[src/rtl/cfb_err_pkg.sv]
`timescale 1ns/1ps
package cfb_err_pkg;

    // arctangent of 2^-idx as a fraction of a full turn, scaled by 2^20
    function automatic int atan_q20(input int idx);
        case (idx)
            0:  return 131072;
            1:  return 77376;
            2:  return 40883;
            3:  return 20753;
            4:  return 10417;
            5:  return 5213;
            6:  return 2607;
            7:  return 1304;
            8:  return 652;
            9:  return 326;
            10: return 163;
            11: return 81;
            12: return 41;
            13: return 20;
            14: return 10;
            15: return 5;
            default: return 0;
        endcase
    endfunction

    // the same step rounded to an angle column whose full turn is 2^zw (zw <= 19)
    function automatic int atan_step(input int idx, input int zw);
        int v;
        v = atan_q20(idx);
        return (v + (1 <<< (19 - zw))) >>> (20 - zw);
    endfunction

endpackage

[src/rtl/cfb_prerot.sv]
`timescale 1ns/1ps
// Quarter-turn fold: brings any angle into +-90 degrees before the iterations.
module cfb_prerot #(
    parameter int DW = 16,
    parameter int IW = 20,
    parameter int AW = 12,
    parameter int ZW = 16,
    parameter int GB = 2
) (
    input  logic signed [DW-1:0] fb_i,
    input  logic signed [DW-1:0] fb_q,
    input  logic signed [AW-1:0] ang,
    output logic signed [IW-1:0] x_o,
    output logic signed [IW-1:0] y_o,
    output logic signed [ZW-1:0] z_o
);
    localparam logic signed [ZW-1:0] QTR = ZW'(2 ** (ZW - 2));

    logic signed [IW-1:0] xs, ys;
    logic signed [ZW-1:0] zs;

    always_comb begin
        xs = IW'(fb_i);
        ys = IW'(fb_q);
        xs = xs <<< GB;
        ys = ys <<< GB;
        zs = {ang, {(ZW - AW){1'b0}}};
        case (ang[AW-1 -: 2])
            2'b01: begin
                x_o = -ys;
                y_o = xs;
                z_o = zs - QTR;
            end
            2'b10: begin
                x_o = ys;
                y_o = -xs;
                z_o = zs + QTR;
            end
            default: begin
                x_o = xs;
                y_o = ys;
                z_o = zs;
            end
        endcase
    end
endmodule

[src/rtl/cfb_cordic_seg.sv]
`timescale 1ns/1ps
// COUNT consecutive rotation-mode iterations, starting at shift FIRST, no register.
module cfb_cordic_seg
    import cfb_err_pkg::*;
#(
    parameter int IW    = 20,
    parameter int ZW    = 16,
    parameter int FIRST = 0,
    parameter int COUNT = 4
) (
    input  logic signed [IW-1:0] x_in,
    input  logic signed [IW-1:0] y_in,
    input  logic signed [ZW-1:0] z_in,
    output logic signed [IW-1:0] x_out,
    output logic signed [IW-1:0] y_out,
    output logic signed [ZW-1:0] z_out
);
    logic signed [IW-1:0] xv, yv, xn;
    logic signed [ZW-1:0] zv, stp;

    always_comb begin
        xv = x_in;
        yv = y_in;
        zv = z_in;
        xn = '0;
        stp = '0;
        for (int k = 0; k < COUNT; k++) begin
            stp = ZW'(atan_step(FIRST + k, ZW));
            if (!zv[ZW-1]) begin
                xn = xv - (yv >>> (FIRST + k));
                yv = yv + (xv >>> (FIRST + k));
                zv = zv - stp;
            end else begin
                xn = xv + (yv >>> (FIRST + k));
                yv = yv - (xv >>> (FIRST + k));
                zv = zv + stp;
            end
            xv = xn;
        end
        x_out = xv;
        y_out = yv;
        z_out = zv;
    end
endmodule

[src/rtl/cfb_gain_sub.sv]
`timescale 1ns/1ps
// Removes the CORDIC gain (x 0.60724 by shifts), subtracts from the command,
// rounds off the guard bits and clips to the output width.
module cfb_gain_sub #(
    parameter int DW = 16,
    parameter int IW = 20,
    parameter int GB = 2,
    parameter int OW = 16
) (
    input  logic signed [DW-1:0] cmd,
    input  logic signed [IW-1:0] rot,
    output logic signed [OW-1:0] err
);
    localparam int EW = IW + 2;
    localparam logic signed [EW-1:0] SMAX = EW'(2 ** (OW - 1) - 1);
    localparam logic signed [EW-1:0] SMIN = EW'(-(2 ** (OW - 1)));
    localparam logic signed [EW-1:0] RND  = EW'(2 ** (GB - 1));

    logic signed [EW-1:0] xe, g, ce, e, r;

    always_comb begin
        xe = EW'(rot);
        g  = (xe >>> 1) + (xe >>> 3) - (xe >>> 6) - (xe >>> 9)
           - (xe >>> 12) + (xe >>> 14);
        ce = EW'(cmd);
        ce = ce <<< GB;
        e  = ce - g + RND;
        r  = e >>> GB;
        if (r > SMAX)      err = SMAX[OW-1:0];
        else if (r < SMIN) err = SMIN[OW-1:0];
        else               err = r[OW-1:0];
    end
endmodule

[src/rtl/cfb_err_stage.sv]
`timescale 1ns/1ps
module cfb_err_stage #(
    parameter int DW      = 16,
    parameter int OW      = 16,
    parameter int AW      = 12,
    parameter int ZG      = 4,
    parameter int IW      = 20,
    parameter int N_ITER  = 12,
    parameter int PER_REG = 4
) (
    input  logic                 clk,
    input  logic                 rst_n,
    input  logic                 in_vld,
    input  logic signed [DW-1:0] cmd_i,
    input  logic signed [DW-1:0] cmd_q,
    input  logic signed [DW-1:0] fb_i,
    input  logic signed [DW-1:0] fb_q,
    input  logic signed [AW-1:0] rot_ang,
    output logic                 err_vld,
    output logic signed [OW-1:0] err_i,
    output logic signed [OW-1:0] err_q
);
    localparam int ZW   = AW + ZG;
    localparam int GB   = IW - DW - 2;
    localparam int NSEG = (N_ITER + PER_REG - 1) / PER_REG;
    localparam int LAT  = NSEG + 2;

    typedef struct packed {
        logic [NSEG:0]               vld;
        logic [NSEG:0][IW-1:0]       x;
        logic [NSEG:0][IW-1:0]       y;
        logic [NSEG-1:0][ZW-1:0]     z;
        logic [NSEG:0][DW-1:0]       ci;
        logic [NSEG:0][DW-1:0]       cq;
        logic                        ovld;
        logic [OW-1:0]               ei;
        logic [OW-1:0]               eq;
    } pipe_t;

    pipe_t st_d, st_q;

    logic signed [IW-1:0] pre_x, pre_y;
    logic signed [ZW-1:0] pre_z;
    logic signed [IW-1:0] seg_x [NSEG];
    logic signed [IW-1:0] seg_y [NSEG];
    logic signed [ZW-1:0] seg_z [NSEG];
    logic signed [OW-1:0] gi, gq;
    logic                 unused_zres;

    cfb_prerot #(.DW(DW), .IW(IW), .AW(AW), .ZW(ZW), .GB(GB)) u_pre (
        .fb_i(fb_i), .fb_q(fb_q), .ang(rot_ang),
        .x_o(pre_x), .y_o(pre_y), .z_o(pre_z)
    );

    for (genvar s = 0; s < NSEG; s++) begin : g_seg
        localparam int FIRST = s * PER_REG;
        localparam int COUNT = (N_ITER - FIRST < PER_REG) ? (N_ITER - FIRST) : PER_REG;
        cfb_cordic_seg #(.IW(IW), .ZW(ZW), .FIRST(FIRST), .COUNT(COUNT)) u_seg (
            .x_in(st_q.x[s]), .y_in(st_q.y[s]), .z_in(st_q.z[s]),
            .x_out(seg_x[s]), .y_out(seg_y[s]), .z_out(seg_z[s])
        );
    end

    assign unused_zres = ^seg_z[NSEG-1];

    cfb_gain_sub #(.DW(DW), .IW(IW), .GB(GB), .OW(OW)) u_gi (
        .cmd(st_q.ci[NSEG]), .rot(st_q.x[NSEG]), .err(gi)
    );
    cfb_gain_sub #(.DW(DW), .IW(IW), .GB(GB), .OW(OW)) u_gq (
        .cmd(st_q.cq[NSEG]), .rot(st_q.y[NSEG]), .err(gq)
    );

    always_comb begin
        st_d = st_q;
        // stage 0: folded feedback, angle residual and command
        st_d.vld[0] = in_vld;
        if (in_vld) begin
            st_d.x[0]  = pre_x;
            st_d.y[0]  = pre_y;
            st_d.z[0]  = pre_z;
            st_d.ci[0] = cmd_i;
            st_d.cq[0] = cmd_q;
        end
        // iteration groups with the command riding alongside
        for (int s = 0; s < NSEG; s++) begin
            st_d.vld[s+1] = st_q.vld[s];
            if (st_q.vld[s]) begin
                st_d.x[s+1]  = seg_x[s];
                st_d.y[s+1]  = seg_y[s];
                st_d.ci[s+1] = st_q.ci[s];
                st_d.cq[s+1] = st_q.cq[s];
            end
        end
        for (int s = 1; s < NSEG; s++) begin
            if (st_q.vld[s-1]) st_d.z[s] = seg_z[s-1];
        end
        // output register: loads only on a valid sample, holds otherwise
        st_d.ovld = st_q.vld[NSEG];
        if (st_q.vld[NSEG]) begin
            st_d.ei = gi;
            st_d.eq = gq;
        end
    end

    always_ff @(posedge clk or negedge rst_n) begin
        if (!rst_n) st_q <= '0;
        else        st_q <= st_d;
    end

    assign err_vld = st_q.ovld;
    assign err_i   = $signed(st_q.ei);
    assign err_q   = $signed(st_q.eq);

endmodule

[config.mk]
export PLATFORM = sky130hd
export DESIGN_NAME = cfb_err_stage
export DESIGN_NICKNAME = d
export VERILOG_FILES = /design/src/rtl/cfb_err_pkg.sv /design/src/rtl/cfb_prerot.sv /design/src/rtl/cfb_cordic_seg.sv /design/src/rtl/cfb_gain_sub.sv /design/src/rtl/cfb_err_stage.sv
export SDC_FILE = /design/constraint.sdc
export NUM_CORES = 2
export LEC_CHECK = 0
export BUFFER_PORTS_ARGS = -buffer_cell sky130_fd_sc_hd__buf_2
export CAP_MARGIN = 15
export CORE_MARGIN = 2
export CORE_UTILIZATION = 45
export CTS_CLUSTER_DIAMETER = 150
export DETAILED_ROUTE_END_ITERATION = 12
export PLACE_DENSITY_LB_ADDON = 0.05
export SYNTH_ARGS = -nofsm -noshare
export SYNTH_HDL_FRONTEND = slang
export SYNTH_HIERARCHICAL = 1
export SYNTH_SLANG_ARGS = --single-unit
export TNS_END_PERCENT = 30
[constraint.sdc]
create_clock -name clk -period 19.7 [get_ports clk]
set_input_delay 3.94 -clock clk [delete_from_list [all_inputs] [get_ports clk]]
set_output_delay 3.94 -clock clk [all_outputs]
set_load 0.05 [all_outputs]
==> impl_metrics.tcl <==
set metrics [dict create \
    crit_cells 49 \
    path_delay_family "compound AO/OA/AOI/OAI gates" \
    max_cap_viol_count 0 \
    root_buffer "clkbuf_16" \
    cp.required_ns 20.23 \
    cpPeakStageDelay_ns 0.83 \
    floorplan.initialDensity_pct 45.2 \
    grtUsageTotal_pct 23.5 \
    grt_pass1_wl_um 254000 \
    r2r-end "st_q[288]" \
    fmax_mhz 70.9 \
    avgSynthCellArea_um2 8.55 \
    cts_tree "done" \
    status "finished clean" \
    rr_worst_depth 49 \
    place_ws_ns 5.91 \
    setup_viol 0 \
    setup.worst_path.end_class "flop" \
    syn_to_final_growth_pct 5.99 \
    gp_congestion 0.914 \
    die_height_um 364 \
    wl_um 157000 \
    cts_max_path_buffers 3 \
    crit_path_end "st_q[288]" \
    r2r_slack_ns 5.60 \
    path_class "reg2reg" \
    clk_latency_ns 0.66 \
    crit_buf_inv 0 \
    htreeDepth 2 \
    clock_skew_ns 0.0465 \
    slew_headroom_pct 28.5 \
    coreArea_um2 129000 \
    finalCriticalPeriod_ns 14.10 \
    crit_top_cell "o21ai_0" \
    rsz0062_at_grt "false" \
    crit_start "st_q[262]" \
    slowest_stage "xor2_1" \
    viasPerCell 5.61 \
    nets 7784 \
    antenna_left 0 \
    fin_setup_tns_ns 0 \
    hpwl_um 130000 \
    postSynthCellCount 6818 \
    final_core_util_pct 47.9 \
    worst-path-max-fanout 11 \
    cts_hold_buffers 0 \
    rows 132 \
    num_vias 48100 \
    fin_ws_ns 5.60 \
    cts_resized 0 \
    die-area_um2 132000 \
    die-width_um 364 \
    final_cell_mix "736 x ha_1, 600 x inv_1, 557 x nor2_1" \
    cts.clk_slew.worst_paths_ns 0.06 \
    hp-class "reg2reg" \
    antenna_cells 0 \
    grt_antenna_before_repair 6 \
    grt_max_degree 156 \
    cts.sinks 371 \
    drt-pass1-iter-count 5 \
    cts_buffers 49 \
    cp_data_arrival_time_ns 14.63 \
    synth_area_um2 58300 \
    ys_warn_count 6 \
    start_kind "flop" \
    min_period_over_period_pct 71.6 \
    port_buffers 111 \
    worst_pin_slew_ns 1.06 \
    hold_viol 0 \
    seq_area_um2 9290 \
    fill_cells 12700 \
    routedWlPerCell_um 18.3 \
    grt_pass1_vias 46700 \
    final_max_slew_viol_count 0 \
    place_area_um2 60100 \
    drt_iter0_drc 2740 \
    r2r_start "st_q[262]" \
    drcViolationCount 0 \
    cts_setup_buffers 0 \
    grt_overflow 0 \
    final_common_cell "ha_1" \
    design_area_um2 61800 \
    multi_input_area_um2 45500 \
    layout-drive-gt1-share_pct 11.9 \
    io_pins 112 \
]
## through the flow
step           std cells  hold WS (ns)
3_5_place_dp        8487         0.481
3_3_place_gp        8487         0.470
2_1_floorplan       6825         0.349
5_1_grt             8577         0.492
4_1_cts             8576         0.461
6_report            8577         0.472
## flip-flops by register name, summed over array words and instances, names as in the netlist
signal / count
st_q: 334
err_i: 16
err_q: 16
st_d: 4
err_vld: 1
## worst reg2reg max path: cells and delay by family, from the launching register on
family	cells	cell delay, ns
and+or+nand+nor	13	2.71
DFF	1	0.43
AOI/OAI and AO/OA	24	7.22
muxes	1	0.26
xor gates and xnor gates	6	1.72
adders and majority gates	5	1.64
## layer usage
metal	share of wire (%)	routed length, um	vias to the layer above	global-route usage (%)
li1	-	-	24100	-
met1	49	77100	23000	33.8
met2	45	70100	835	37.9
met3	4.5	7120	151	2.88
met4	1.8	2880	0	4.69
met5	0	0	-	0
## layout make-up
class                   instances  share of cell area (%)
inverters                     614                    3.73
clock inverters                21                   0.518
repair buffers                141                    1.30
well taps                    1742                    3.53
flip-flops and latches        371                    15.0
multi-input cells            5620                    73.6
clock buffers                  68                    2.28
## worst min path at each step
stage	startpoint	end	slack (ns)	cells past startpoint
floorplan	st_d[372]	st_d[32]	0.35	0
global placement	err_q[4]	err_q[4]	0.47	1
detailed placement	err_q[4]	err_q[4]	0.48	1
CTS	st_q[80]	st_q[96]	0.46	1
global route	st_q[34]	st_q[50]	0.49	1
finish	st_q[80]	st_q[96]	0.47	1
Power is left out: the tool's default activity adds up to more than one toggle a clock period on the data nets, which glitch-free logic cannot reach.
